==> src/rtl/prog_link_pkg.sv <==
package prog_link_pkg;

   typedef enum logic [2:0] {
      PL_IDLE     = 3'd0,
      PL_SETUP    = 3'd1,
      PL_BRK_REQ  = 3'd2,
      PL_BRK_WAIT = 3'd3,
      PL_ACTIVE   = 3'd4,
      PL_DRAIN    = 3'd5,
      PL_HOLD     = 3'd6,
      PL_REL      = 3'd7
   } pl_state_e;

   typedef enum logic {
      PL_MODE_DATOVR = 1'b0,
      PL_MODE_RSTPIN = 1'b1
   } pl_mode_e;

   typedef enum logic [1:0] {
      PL_ST_IDLE   = 2'd0,
      PL_ST_ENTER  = 2'd1,
      PL_ST_ACTIVE = 2'd2,
      PL_ST_EXIT   = 2'd3
   } pl_status_e;

   typedef struct packed {
      logic clk_oe;
      logic clk_lvl;
      logic clk_run;
      logic dat_oe;
      logic dat_lvl;
      logic rst_oe;
      logic rst_assert;
      logic rx_sel;
   } pl_pins_t;

   // Round a nanosecond interval up to whole clock cycles.
   function automatic longint pl_ns_to_cyc(longint hz, longint ns);
      return (ns * hz + 64'd999_999_999) / 64'd1_000_000_000;
   endfunction

   // Convert a microsecond interval to clock cycles.
   function automatic longint pl_us_to_cyc(longint hz, longint us);
      return (us * hz) / 64'd1_000_000;
   endfunction

endpackage

==> src/rtl/plseq_timer.sv <==
module plseq_timer #(
   parameter int unsigned CW = 8
) (
   input  logic          clk,
   input  logic          rst_n,
   input  logic          load_i,
   input  logic [CW-1:0] load_val_i,
   output logic          zero_o
);

   logic [CW-1:0] cnt_q;

   always_ff @(posedge clk or negedge rst_n) begin
      if (!rst_n) begin
         cnt_q <= '0;
      end else if (load_i) begin
         cnt_q <= load_val_i;
      end else if (cnt_q != '0) begin
         cnt_q <= cnt_q - 1'b1;
      end
   end

   assign zero_o = (cnt_q == '0);

   // A freshly loaded nonzero value must not read as expired on the next cycle.
   AST_TMR_LOAD_NOT_ZERO: assert property (@(posedge clk) disable iff (!rst_n)
      (load_i && load_val_i != '0) |=> !zero_o);

endmodule

==> src/rtl/plseq_brk_cnt.sv <==
module plseq_brk_cnt #(
   parameter int unsigned BREAKS = 2
) (
   input  logic clk,
   input  logic rst_n,
   input  logic clr_i,
   input  logic inc_i,
   output logic last_o
);

   localparam int unsigned BW = (BREAKS < 2) ? 1 : $clog2(BREAKS + 1);

   logic [BW-1:0] cnt_q;

   always_ff @(posedge clk or negedge rst_n) begin
      if (!rst_n) begin
         cnt_q <= '0;
      end else if (clr_i) begin
         cnt_q <= '0;
      end else if (inc_i) begin
         cnt_q <= cnt_q + 1'b1;
      end
   end

   assign last_o = (cnt_q == BW'(BREAKS - 1));

   AST_BRK_BOUND: assert property (@(posedge clk) disable iff (!rst_n)
      cnt_q <= BW'(BREAKS));

endmodule

==> src/rtl/plseq_ctrl.sv <==
module plseq_ctrl
   import prog_link_pkg::*;
#(
   parameter int unsigned CW        = 8,
   parameter int unsigned SETUP_CYC = 23,
   parameter int unsigned HOLD_CYC  = 250
) (
   input  logic          clk,
   input  logic          rst_n,
   input  logic          mode_i,
   input  logic          enable_req_i,
   input  logic          disable_req_i,
   input  logic          tmr_zero_i,
   input  logic          brk_done_i,
   input  logic          brk_last_i,
   input  logic          tx_idle_i,
   output pl_state_e     state_o,
   output pl_mode_e      mode_o,
   output logic          tmr_load_o,
   output logic [CW-1:0] tmr_val_o,
   output logic          brk_clr_o,
   output logic          brk_inc_o
);

   pl_state_e st_q, st_d;
   pl_mode_e  mode_q;
   logic      mode_ld;

   always_comb begin
      st_d       = st_q;
      tmr_load_o = 1'b0;
      tmr_val_o  = '0;
      brk_clr_o  = 1'b0;
      brk_inc_o  = 1'b0;
      mode_ld    = 1'b0;
      unique case (st_q)
         PL_IDLE: begin
            if (enable_req_i) begin
               st_d       = PL_SETUP;
               tmr_load_o = 1'b1;
               tmr_val_o  = CW'(SETUP_CYC - 1);
               brk_clr_o  = 1'b1;
               mode_ld    = 1'b1;
            end
         end
         PL_SETUP:    if (tmr_zero_i) st_d = PL_BRK_REQ;
         PL_BRK_REQ:  st_d = PL_BRK_WAIT;
         PL_BRK_WAIT: begin
            if (brk_done_i) begin
               brk_inc_o = 1'b1;
               st_d      = brk_last_i ? PL_ACTIVE : PL_BRK_REQ;
            end
         end
         PL_ACTIVE:   if (disable_req_i) st_d = PL_DRAIN;
         PL_DRAIN: begin
            if (tx_idle_i) begin
               if (mode_q == PL_MODE_RSTPIN) begin
                  st_d = PL_REL;
               end else begin
                  st_d       = PL_HOLD;
                  tmr_load_o = 1'b1;
                  tmr_val_o  = CW'(HOLD_CYC - 1);
               end
            end
         end
         PL_HOLD:     if (tmr_zero_i) st_d = PL_IDLE;
         PL_REL:      st_d = PL_IDLE;
         default:     st_d = PL_IDLE;
      endcase
   end

   always_ff @(posedge clk or negedge rst_n) begin
      if (!rst_n) begin
         st_q   <= PL_IDLE;
         mode_q <= PL_MODE_DATOVR;
      end else begin
         st_q <= st_d;
         if (mode_ld) mode_q <= pl_mode_e'(mode_i);
      end
   end

   assign state_o = st_q;
   assign mode_o  = mode_q;

   // Entry starts only from idle.
   AST_SETUP_FROM_IDLE: assert property (@(posedge clk) disable iff (!rst_n)
      (st_q == PL_SETUP && $past(st_q) != PL_SETUP) |-> $past(st_q) == PL_IDLE);
   // The captured mode is frozen outside idle.
   AST_MODE_FROZEN: assert property (@(posedge clk) disable iff (!rst_n)
      ($past(st_q) != PL_IDLE) |-> $stable(mode_q));
   // Teardown only ever begins from the active phase.
   AST_DRAIN_FROM_ACTIVE: assert property (@(posedge clk) disable iff (!rst_n)
      (st_q == PL_DRAIN && $past(st_q) != PL_DRAIN) |-> $past(st_q) == PL_ACTIVE);

endmodule

==> src/rtl/plseq_pins.sv <==
module plseq_pins
   import prog_link_pkg::*;
#(
   parameter bit RST_ACTIVE_LOW = 1'b1
) (
   input  logic       clk,
   input  logic       rst_n,
   input  pl_state_e  state_i,
   input  pl_mode_e   mode_i,
   output pl_pins_t   pins_o,
   output logic       rst_lvl_o,
   output logic       brk_start_o,
   output logic       ready_o,
   output logic [1:0] status_o
);

   pl_pins_t   p;
   pl_status_e st;
   logic       rst_pin;

   assign rst_pin = (mode_i == PL_MODE_RSTPIN);

   always_comb begin
      p  = '0;
      st = PL_ST_IDLE;
      unique case (state_i)
         PL_IDLE: st = PL_ST_IDLE;
         PL_SETUP: begin
            st = PL_ST_ENTER;
            if (rst_pin) begin
               p.rst_oe     = 1'b1;
               p.rst_assert = 1'b1;
            end else begin
               p.clk_oe  = 1'b1;
               p.dat_oe  = 1'b1;
               p.dat_lvl = 1'b1;
            end
         end
         PL_BRK_REQ, PL_BRK_WAIT, PL_ACTIVE: begin
            st           = (state_i == PL_ACTIVE) ? PL_ST_ACTIVE : PL_ST_ENTER;
            p.clk_oe     = 1'b1;
            p.clk_run    = 1'b1;
            p.dat_oe     = 1'b1;
            p.dat_lvl    = 1'b1;
            p.rst_oe     = rst_pin;
            p.rst_assert = rst_pin;
         end
         PL_DRAIN: begin
            st           = PL_ST_EXIT;
            p.clk_oe     = 1'b1;
            p.clk_run    = 1'b1;
            p.rx_sel     = 1'b1;
            p.rst_oe     = rst_pin;
            p.rst_assert = rst_pin;
         end
         PL_HOLD: begin
            st        = PL_ST_EXIT;
            p.clk_oe  = 1'b1;
            p.clk_lvl = 1'b1;
            p.rx_sel  = 1'b1;
         end
         PL_REL: begin
            st           = PL_ST_EXIT;
            p.rx_sel     = 1'b1;
            p.rst_oe     = 1'b1;
            p.rst_assert = 1'b1;
         end
         default: st = PL_ST_IDLE;
      endcase
   end

   generate
      if (RST_ACTIVE_LOW) begin : g_rst_low
         assign rst_lvl_o = p.rst_oe & ~p.rst_assert;
      end else begin : g_rst_high
         assign rst_lvl_o = p.rst_oe & p.rst_assert;
      end
   endgenerate

   assign pins_o      = p;
   assign brk_start_o = (state_i == PL_BRK_REQ);
   assign ready_o     = (state_i == PL_ACTIVE);
   assign status_o    = st;

   // The clock only stops after the PHY has been turned to receive.
   AST_EXIT_RX_FIRST: assert property (@(posedge clk) disable iff (!rst_n)
      $fell(pins_o.clk_run) |-> $past(pins_o.rx_sel));
   // The reset pin is let go only after clock and data were already released.
   AST_RST_LAST: assert property (@(posedge clk) disable iff (!rst_n)
      $fell(pins_o.rst_oe) |-> $past(!pins_o.clk_oe && !pins_o.dat_oe));
   // The link-ready flag always comes with the active phase code.
   AST_READY_PHASE: assert property (@(posedge clk) disable iff (!rst_n)
      ready_o |-> status_o == 2'd2);

endmodule

==> src/rtl/prog_link_seq.sv <==
module prog_link_seq
   import prog_link_pkg::*;
#(
   parameter int unsigned CLK_HZ         = 250_000_000,
   parameter int unsigned SETUP_NS       = 90,
   parameter int unsigned HOLD_US        = 1000,
   parameter int unsigned BREAKS         = 2,
   parameter bit          RST_ACTIVE_LOW = 1'b1
) (
   input  logic       clk,
   input  logic       rst_n,
   input  logic       mode_i,
   input  logic       enable_req_i,
   input  logic       disable_req_i,
   output logic       phy_brk_start_o,
   input  logic       phy_brk_done_i,
   output logic       phy_rx_sel_o,
   input  logic       phy_tx_idle_i,
   output logic       phy_clk_run_o,
   output logic       clk_oe_o,
   output logic       clk_out_o,
   output logic       dat_oe_o,
   output logic       dat_out_o,
   output logic       rst_oe_o,
   output logic       rst_out_o,
   output logic       link_ready_o,
   output logic [1:0] status_o
);

   localparam longint      SETUP_L   = pl_ns_to_cyc(longint'(CLK_HZ), longint'(SETUP_NS));
   localparam longint      HOLD_L    = pl_us_to_cyc(longint'(CLK_HZ), longint'(HOLD_US));
   localparam int unsigned SETUP_CYC = (SETUP_L < 1) ? 1 : int'(SETUP_L);
   localparam int unsigned HOLD_CYC  = (HOLD_L < 1) ? 1 : int'(HOLD_L);
   localparam int unsigned MAX_CYC   = (SETUP_CYC > HOLD_CYC) ? SETUP_CYC : HOLD_CYC;
   localparam int unsigned CW        = (MAX_CYC < 2) ? 1 : $clog2(MAX_CYC);

   generate
      if (BREAKS < 1) begin : g_bad_breaks
         $fatal(1, "BREAKS must be at least one");
      end
      if (CLK_HZ < 1_000_000) begin : g_bad_clk
         $fatal(1, "CLK_HZ must be at least 1 MHz");
      end
   endgenerate

   pl_state_e     state;
   pl_mode_e      mode_q;
   logic          tmr_load, tmr_zero, brk_clr, brk_inc, brk_last;
   logic [CW-1:0] tmr_val;
   pl_pins_t      pins;
   logic          rst_lvl;

   plseq_ctrl #(
      .CW        (CW),
      .SETUP_CYC (SETUP_CYC),
      .HOLD_CYC  (HOLD_CYC)
   ) u_ctrl (
      .clk           (clk),
      .rst_n         (rst_n),
      .mode_i        (mode_i),
      .enable_req_i  (enable_req_i),
      .disable_req_i (disable_req_i),
      .tmr_zero_i    (tmr_zero),
      .brk_done_i    (phy_brk_done_i),
      .brk_last_i    (brk_last),
      .tx_idle_i     (phy_tx_idle_i),
      .state_o       (state),
      .mode_o        (mode_q),
      .tmr_load_o    (tmr_load),
      .tmr_val_o     (tmr_val),
      .brk_clr_o     (brk_clr),
      .brk_inc_o     (brk_inc)
   );

   plseq_timer #(.CW(CW)) u_timer (
      .clk        (clk),
      .rst_n      (rst_n),
      .load_i     (tmr_load),
      .load_val_i (tmr_val),
      .zero_o     (tmr_zero)
   );

   plseq_brk_cnt #(.BREAKS(BREAKS)) u_brk (
      .clk    (clk),
      .rst_n  (rst_n),
      .clr_i  (brk_clr),
      .inc_i  (brk_inc),
      .last_o (brk_last)
   );

   plseq_pins #(.RST_ACTIVE_LOW(RST_ACTIVE_LOW)) u_pins (
      .clk         (clk),
      .rst_n       (rst_n),
      .state_i     (state),
      .mode_i      (mode_q),
      .pins_o      (pins),
      .rst_lvl_o   (rst_lvl),
      .brk_start_o (phy_brk_start_o),
      .ready_o     (link_ready_o),
      .status_o    (status_o)
   );

   assign phy_rx_sel_o  = pins.rx_sel;
   assign phy_clk_run_o = pins.clk_run;
   assign clk_oe_o      = pins.clk_oe;
   assign clk_out_o     = pins.clk_lvl;
   assign dat_oe_o      = pins.dat_oe;
   assign dat_out_o     = pins.dat_lvl;
   assign rst_oe_o      = pins.rst_oe;
   assign rst_out_o     = rst_lvl;

   // Interval counters that watch the pins from outside the sequencing logic.
   logic        pre_flag, hold_flag;
   logic [31:0] pre_len, hold_len, brk_seen;

   assign pre_flag  = ((dat_oe_o && dat_out_o) || rst_oe_o) && !phy_clk_run_o;
   assign hold_flag = clk_oe_o && clk_out_o && !phy_clk_run_o;

   always_ff @(posedge clk or negedge rst_n) begin
      if (!rst_n) begin
         pre_len  <= '0;
         hold_len <= '0;
         brk_seen <= '0;
      end else begin
         pre_len  <= pre_flag  ? pre_len + 1'b1  : '0;
         hold_len <= hold_flag ? hold_len + 1'b1 : '0;
         if (status_o == 2'd0)     brk_seen <= '0;
         else if (phy_brk_start_o) brk_seen <= brk_seen + 1'b1;
      end
   end

   AST_SETUP_GUARD: assert property (@(posedge clk) disable iff (!rst_n)
      $rose(phy_clk_run_o) |-> pre_len >= SETUP_CYC);
   AST_HOLD_LEN: assert property (@(posedge clk) disable iff (!rst_n)
      $fell(hold_flag) |-> hold_len == HOLD_CYC);
   AST_READY_AFTER_BREAKS: assert property (@(posedge clk) disable iff (!rst_n)
      $rose(link_ready_o) |-> brk_seen == BREAKS);
   AST_DATA_HIGH_WHEN_RUNNING: assert property (@(posedge clk) disable iff (!rst_n)
      (phy_clk_run_o && !phy_rx_sel_o) |-> (dat_oe_o && dat_out_o));

endmodule

==> config.mk <==
export PLATFORM = sky130hd
export DESIGN_NAME = prog_link_seq
export DESIGN_NICKNAME = d
export VERILOG_FILES = /design/src/rtl/prog_link_pkg.sv /design/src/rtl/plseq_timer.sv /design/src/rtl/plseq_brk_cnt.sv /design/src/rtl/plseq_ctrl.sv /design/src/rtl/plseq_pins.sv /design/src/rtl/prog_link_seq.sv
export SDC_FILE = /design/constraint.sdc
export NUM_CORES = 1
export LEC_CHECK = 0
export BUFFER_PORTS_ARGS = -buffer_cell sky130_fd_sc_hd__buf_2
export CORE_ASPECT_RATIO = 0.8
export CORE_MARGIN = 1
export CORE_UTILIZATION = 40
export CTS_BUF_LIST = sky130_fd_sc_hd__clkbuf_4
export DETAILED_ROUTE_END_ITERATION = 16
export PLACE_DENSITY = 0.69
export SLEW_MARGIN = 20
export SYNTH_ARGS = -nofsm -noshare
export SYNTH_HDL_FRONTEND = slang
export SYNTH_SLANG_ARGS = --single-unit
==> constraint.sdc <==
create_clock -name clk -period 1.79 [get_ports clk]
set_input_delay 0.0895 -clock clk [delete_from_list [all_inputs] [get_ports clk]]
set_output_delay 0.0895 -clock clk [all_outputs]
set_load 0.01 [all_outputs]
==> results_dict.tcl, run 1 <==
set metrics [dict create \
    outcome "completed" \
    drt-pass1-iter-count 4 \
    grt_pass1_vias 1268 \
    hold_path.class "input port to async pin" \
    hold_violations 0 \
    post_drt_wl_per_cell_um 14.1 \
    start_kind "flop" \
    timing.hold.ws_ns 0.264 \
    antenna_found_initial 0 \
    cap_violations 0 \
    timing.fmax_mhz 576 \
    gp_congestion 0.844 \
    fp.coreArea_mm2 0.00352 \
    rsz0062_at_grt "yes" \
    synth_fa_ha_area_frac 0.0166 \
    dieArea_mm2 0.00403 \
    die_x_um 70.7 \
    cts_buffer_depth 2 \
    synth_compound_area_frac 0.183 \
    via_per_inst 5.67 \
    async_flop_share 1.00 \
    synth_area_mm2 0.00151 \
    p_sw_mw 1.55 \
    start_util 0.429 \
    track_usage 0.182 \
    synth_cells 166 \
    layout_common_cells "dfrtp_1 (24), buf_2 (17), buf_4 (17)" \
    yosysSeqAreaShare 0.398 \
    worst_pin_slew_ns 0.524 \
    endpoint_kind "flop" \
    dieHeight_um 57.0 \
    io_pins 19 \
    skew_ns 0.00755 \
    synth_top_area_cell "dfrtp_1" \
    synth_area_leaders "dfrtp_1 (40%), nor2_1 (4.7%), xor2_1 (4.6%), xnor2_1 (4.1%), o21ai_1 (3.6%)" \
    syn-num-nets 175 \
    synth_edf_count 0 \
    row_count 19 \
    htree_levels 1 \
    dp_hpwl_um 2540 \
    port_buffers 17 \
    grt_overflow_total 0 \
    syn2layout_area_growth_pct 22.8 \
    grt_pass1_wl_um 5840 \
    path_class "flop to flop" \
    drc 0 \
    comb_power_share 0.613 \
    vias 1371 \
    yosys_warnings 0 \
    drt_wl_total_um 3400 \
    critPathMaxFanout 5 \
    setup_viol 0 \
    finalPower_mw 3.36 \
    seq_power_share 0.314 \
    cts_tree "built" \
    drv_slew 0 \
    grt_max_degree 25 \
    synth_area_per_cell_um2 9.10 \
    drtIter0Drc 114 \
    p_leak_nw 0.819 \
    synthFlopType "dfrtp_1" \
    power_frac_clock 0.073 \
    clock_sinks 24 \
    diodes 0 \
    synthXorXnorAreaFrac 0.0870 \
    cts_buffers 3 \
    synth_seq_cells 24 \
    post-synth-top-area-fraction 0.398 \
    synth_mux_area_frac 0.0149 \
    nets 210 \
    clk_latency_ns 0.32 \
    fin_crit_sh 0.969 \
    antenna_left 0 \
    synthSimpleGateAreaFrac 0.247 \
    arrival_ns 2.00 \
    layout_min_cycle_time_ns 1.73 \
    final_common_cell "dfrtp_1" \
    synth_top_family_by_area "simple AND/OR/NAND/NOR gates" \
    r2r_slack_ns 0.06 \
    p_sw_frac 0.461 \
    slew-limit-headroom 0.651 \
    vdd_drop_max_v 0.000896 \
    p_int_mw 1.81 \
    cts-root-buf "clkbuf_4" \
    p_per_area_mw_per_mm2 1810 \
    cp.required_ns 2.05 \
    yosysUniqueCellTypes 44 \
    cts.reportedPaths.clkPinSlew_ns 0.13 \
    drive_above_1_share 0.280 \
]
-- kinds of logic (layout without fill, tap and decap cells) --
group / Yosys count / count (layout)
AND/OR/NAND/NOR: 60 / 61
AO/OA/AOI/OAI: 44 / 44
flip-flops: 24 / 24
buffers and inverters: 18 / 51
XOR/XNOR: 15 / 15
adder cells (fa/ha/maj): 2 / 2
multiplexers: 2 / 2
other: 1 / 1
-- synthesized netlist by cell type (all sizes together), types with 3 or more instances --
master and number:
or3 6, o21ai 15, nor4 5, o31ai 7, o211ai 3, nand3 3
a21oi 7, dfrtp 24, nor2 20, and3 3, buf 5, xor2 8
nand2 8, clkbuf 4, inv 9, xnor2 7, nor3 3, a31oi 3
nand2b 3
-- per-layer routing --
layer  share of wire  up-vias  track usage
met4           0.011        0       0.0600
met2            0.49       35        0.288
met3           0.047        5       0.0318
met5               0        -            0
met1            0.45      672        0.256
li1                -      659            -
-- worst max-delay path, stage by stage (launching register included) --
cell and delay, ns:
dfrtp_1 0.43, nor4_4 0.27, buf_4 0.19, buf_6 0.11, nand3_2 0.06, or3_4 0.36
xor2_1 0.15, o21ai_1 0.12
-- repair_timing --
action                                  CTS  global route
gates cloned                              1             0
pin swaps                                 2             7
hold buffers                              2             0
endpoints found under the setup margin   10            15
buffers inserted                          1             1
endpoints found under the hold margin    25             0
resized for setup                         0            11
-- cell type report --
class,count,area [µm²]
clock buffer,3,22.5
clock inverter,1,3.75
fill,308,1660
inverter,9,33.8
multi-input combinational,125,886
sequential,24,601
tap,42,52.6
timing repair buffer,38,255
-- final timing paths --
path	depth (start not counted)	to	start
worst min-delay path	2	u_timer.cnt_q[6]	rst_n
worst max register to register	7	u_timer.cnt_q[12]	u_timer.cnt_q[4]
worst max-delay path	7	u_timer.cnt_q[12]	u_timer.cnt_q[4]
max in group asynchronous	2	u_timer.cnt_q[1]	rst_n
min in group clk	3	u_brk.cnt_q[1]	phy_brk_done_i
worst min register to register	2	u_brk.cnt_q[0]	u_brk.cnt_q[0]
-- per-stage QoR --
| step | util | cells | setup slack [ns] | cell area [µm²] | setup TNS, ns |
|---|---|---|---|---|---|
| 2_1_floorplan | - | 166 | 0.0569 | 1510 | 0 |
| 3_3_place_gp | 0.492 | 233 | 0.0535 | 1730 | 0 |
| 3_5_place_dp | 0.492 | 233 | -0.0504 | 1730 | -0.237 |
| 4_1_cts | 0.511 | 241 | 0.0563 | 1800 | 0 |
| 5_1_grt | 0.527 | 242 | -0.0299 | 1850 | -0.0847 |
| 6_report | 0.527 | 242 | 0.0550 | 1850 | 0 |
-- state kept, by name (all words and copies together), names as in the netlist --
signal / cells
u_timer.cnt_q: 18
u_ctrl.state_o: 3
u_brk.cnt_q: 2
u_ctrl.mode_o: 1
-- power by group through the flow --
stage / Combinational [mW] / Clock, mW / Sequential, mW
detailed placement: 1.88 / 0 / 1.05
global route: 2.28 / 0.278 / 1.09
CTS: 1.93 / 0.255 / 1.04
finish: 2.06 / 0.245 / 1.06
global placement: 1.81 / 0 / 1.04
floorplan: 1.29 / 0 / 1.01
No activity file was read; power rests on OpenSTA's default activity.
==> run 2, diff against run 1 <==
CORE_ASPECT_RATIO = 1.75   (was 0.8)
==> results_dict.tcl, run 2 (synthesis gave the netlist of run 1 again) <==
set metrics [dict create \
    post_drt_wl_per_cell_um 14.2 \
    cp.required_ns 2.05 \
    dp.cells 238 \
    nets 212 \
    grt_pass1_wl_um 5770 \
    antenna_left 0 \
    drc 0 \
    htree_levels 1 \
    fin_cells 248 \
    fp.coreArea_mm2 0.00363 \
    vias 1372 \
    hold_violations 0 \
    cts_buffers 3 \
    fin_util 0.525 \
    endpoint_kind "flop" \
    grt_overflow_total 0 \
    syn2layout_area_growth_pct 26.2 \
    drt-pass1-iter-count 5 \
    fin_setup_tns_ns 0 \
    grt_max_degree 25 \
    critPathMaxFanout 5 \
    slew-limit-headroom 0.642 \
    cts_buffer_depth 2 \
    dp_hpwl_um 2600 \
    drive_above_1_share 0.292 \
    io_pins 19 \
    dieHeight_um 83.3 \
    rsz0062_at_grt "yes" \
    start_util 0.416 \
    cts_tree "built" \
    clock_sinks 24 \
    p_leak_nw 0.830 \
    diodes 0 \
    drv_slew 0 \
    timing.fmax_mhz 564 \
    final_common_cell "dfrtp_1" \
    place_ws_ns 0.0364 \
    largest_register "u_timer.cnt_q" \
    finalPower_mw 3.44 \
    cts-root-buf "clkbuf_4" \
    start_kind "flop" \
    cts.reportedPaths.clkPinSlew_ns 0.14 \
    path_class "flop to flop" \
    track_usage 0.182 \
    layout_min_cycle_time_ns 1.77 \
    clk_latency_ns 0.33 \
    arrival_ns 2.04 \
    largest_register_ffs 18 \
    port_buffers 17 \
    die_x_um 48.5 \
    fin_crit_sh 0.991 \
    hold_path.class "input port to flop" \
    setup_viol 0 \
    row_count 29 \
    cap_violations 0 \
    grt_pass1_vias 1321 \
    outcome "completed" \
    via_per_inst 5.53 \
    skew_ns 0.00627 \
    timing.hold.ws_ns 0.224 \
    design_area_mm2 0.00191 \
    antenna_found_initial 0 \
    layout_common_cells "dfrtp_1 (24), buf_4 (21), nor2_1 (19)" \
    drtIter0Drc 36 \
    drt_wl_total_um 3520 \
    post_dp_cell_area_mm2 0.00174 \
    gp_congestion 0.810 \
    vdd_drop_max_v 0.000985 \
    fill_cells 350 \
    setup_ws_ns 0.0168 \
    worst_pin_slew_ns 0.536 \
    p_per_area_mw_per_mm2 1810 \
    dieArea_mm2 0.00404 \
]
run 2: timing repair:
item                       4_1_cts  5_1_grt
resized for setup                0       12
buffers inserted                 0        4
setup endpoints to repair        0       16
hold buffers                     2        0
hold endpoints to repair        25        0
run 2: path summary, 6_finish.rpt:
| kind | from | endpoint | slack, ns | depth (start not counted) |
|---|---|---|---|---|
| setup / recovery | u_timer.cnt_q[3] | u_timer.cnt_q[11] | 0.02 | 5 |
| hold / removal | phy_brk_done_i | u_brk.cnt_q[1] | 0.22 | 3 |
| setup reg to reg | u_timer.cnt_q[3] | u_timer.cnt_q[11] | 0.02 | 5 |
| hold reg to reg | u_brk.cnt_q[0] | u_brk.cnt_q[0] | 0.57 | 2 |
| max in group asynchronous | rst_n | u_ctrl.state_o[0] | 1.18 | 2 |
| min in group asynchronous | rst_n | u_timer.cnt_q[5] | 0.25 | 2 |
run 2: layer usage:
layer / vias up / routed length [µm] / global-route usage
li1: 666 / - / -
met1: 663 / 1440 / 0.199
met2: 36 / 1920 / 0.351
met3: 7 / 100 / 0.0238
met4: 0 / 63 / 0.0561
met5: - / 0 / 0
run 2: where the power goes:
group | switching (mW) | internal [mW] | total (mW) | leakage [nW]
clock | 0.173 | 0.227 | 0.400 | 0.0279
combinational | 1.12 | 0.869 | 1.99 | 0.503
sequential | 0.256 | 0.796 | 1.05 | 0.299
run 2: final cells by class:
class / count / area, µm² / share of cell area
multi-input combinational: 124 / 887 / 0.466
sequential: 24 / 601 / 0.315
timing repair buffer: 41 / 274 / 0.144
tap: 46 / 57.6 / 0.0302
inverter: 9 / 33.8 / 0.0177
clock inverter: 1 / 30.0 / 0.0158
clock buffer: 3 / 22.5 / 0.0118
run 2: worst max-delay path, cell delays in order, from the launching register on:
cell     delay (ns)
dfrtp_1        0.44
nor4_4         0.36
buf_4          0.19
nand2_1        0.07
or4_1          0.51
a21oi_1        0.13
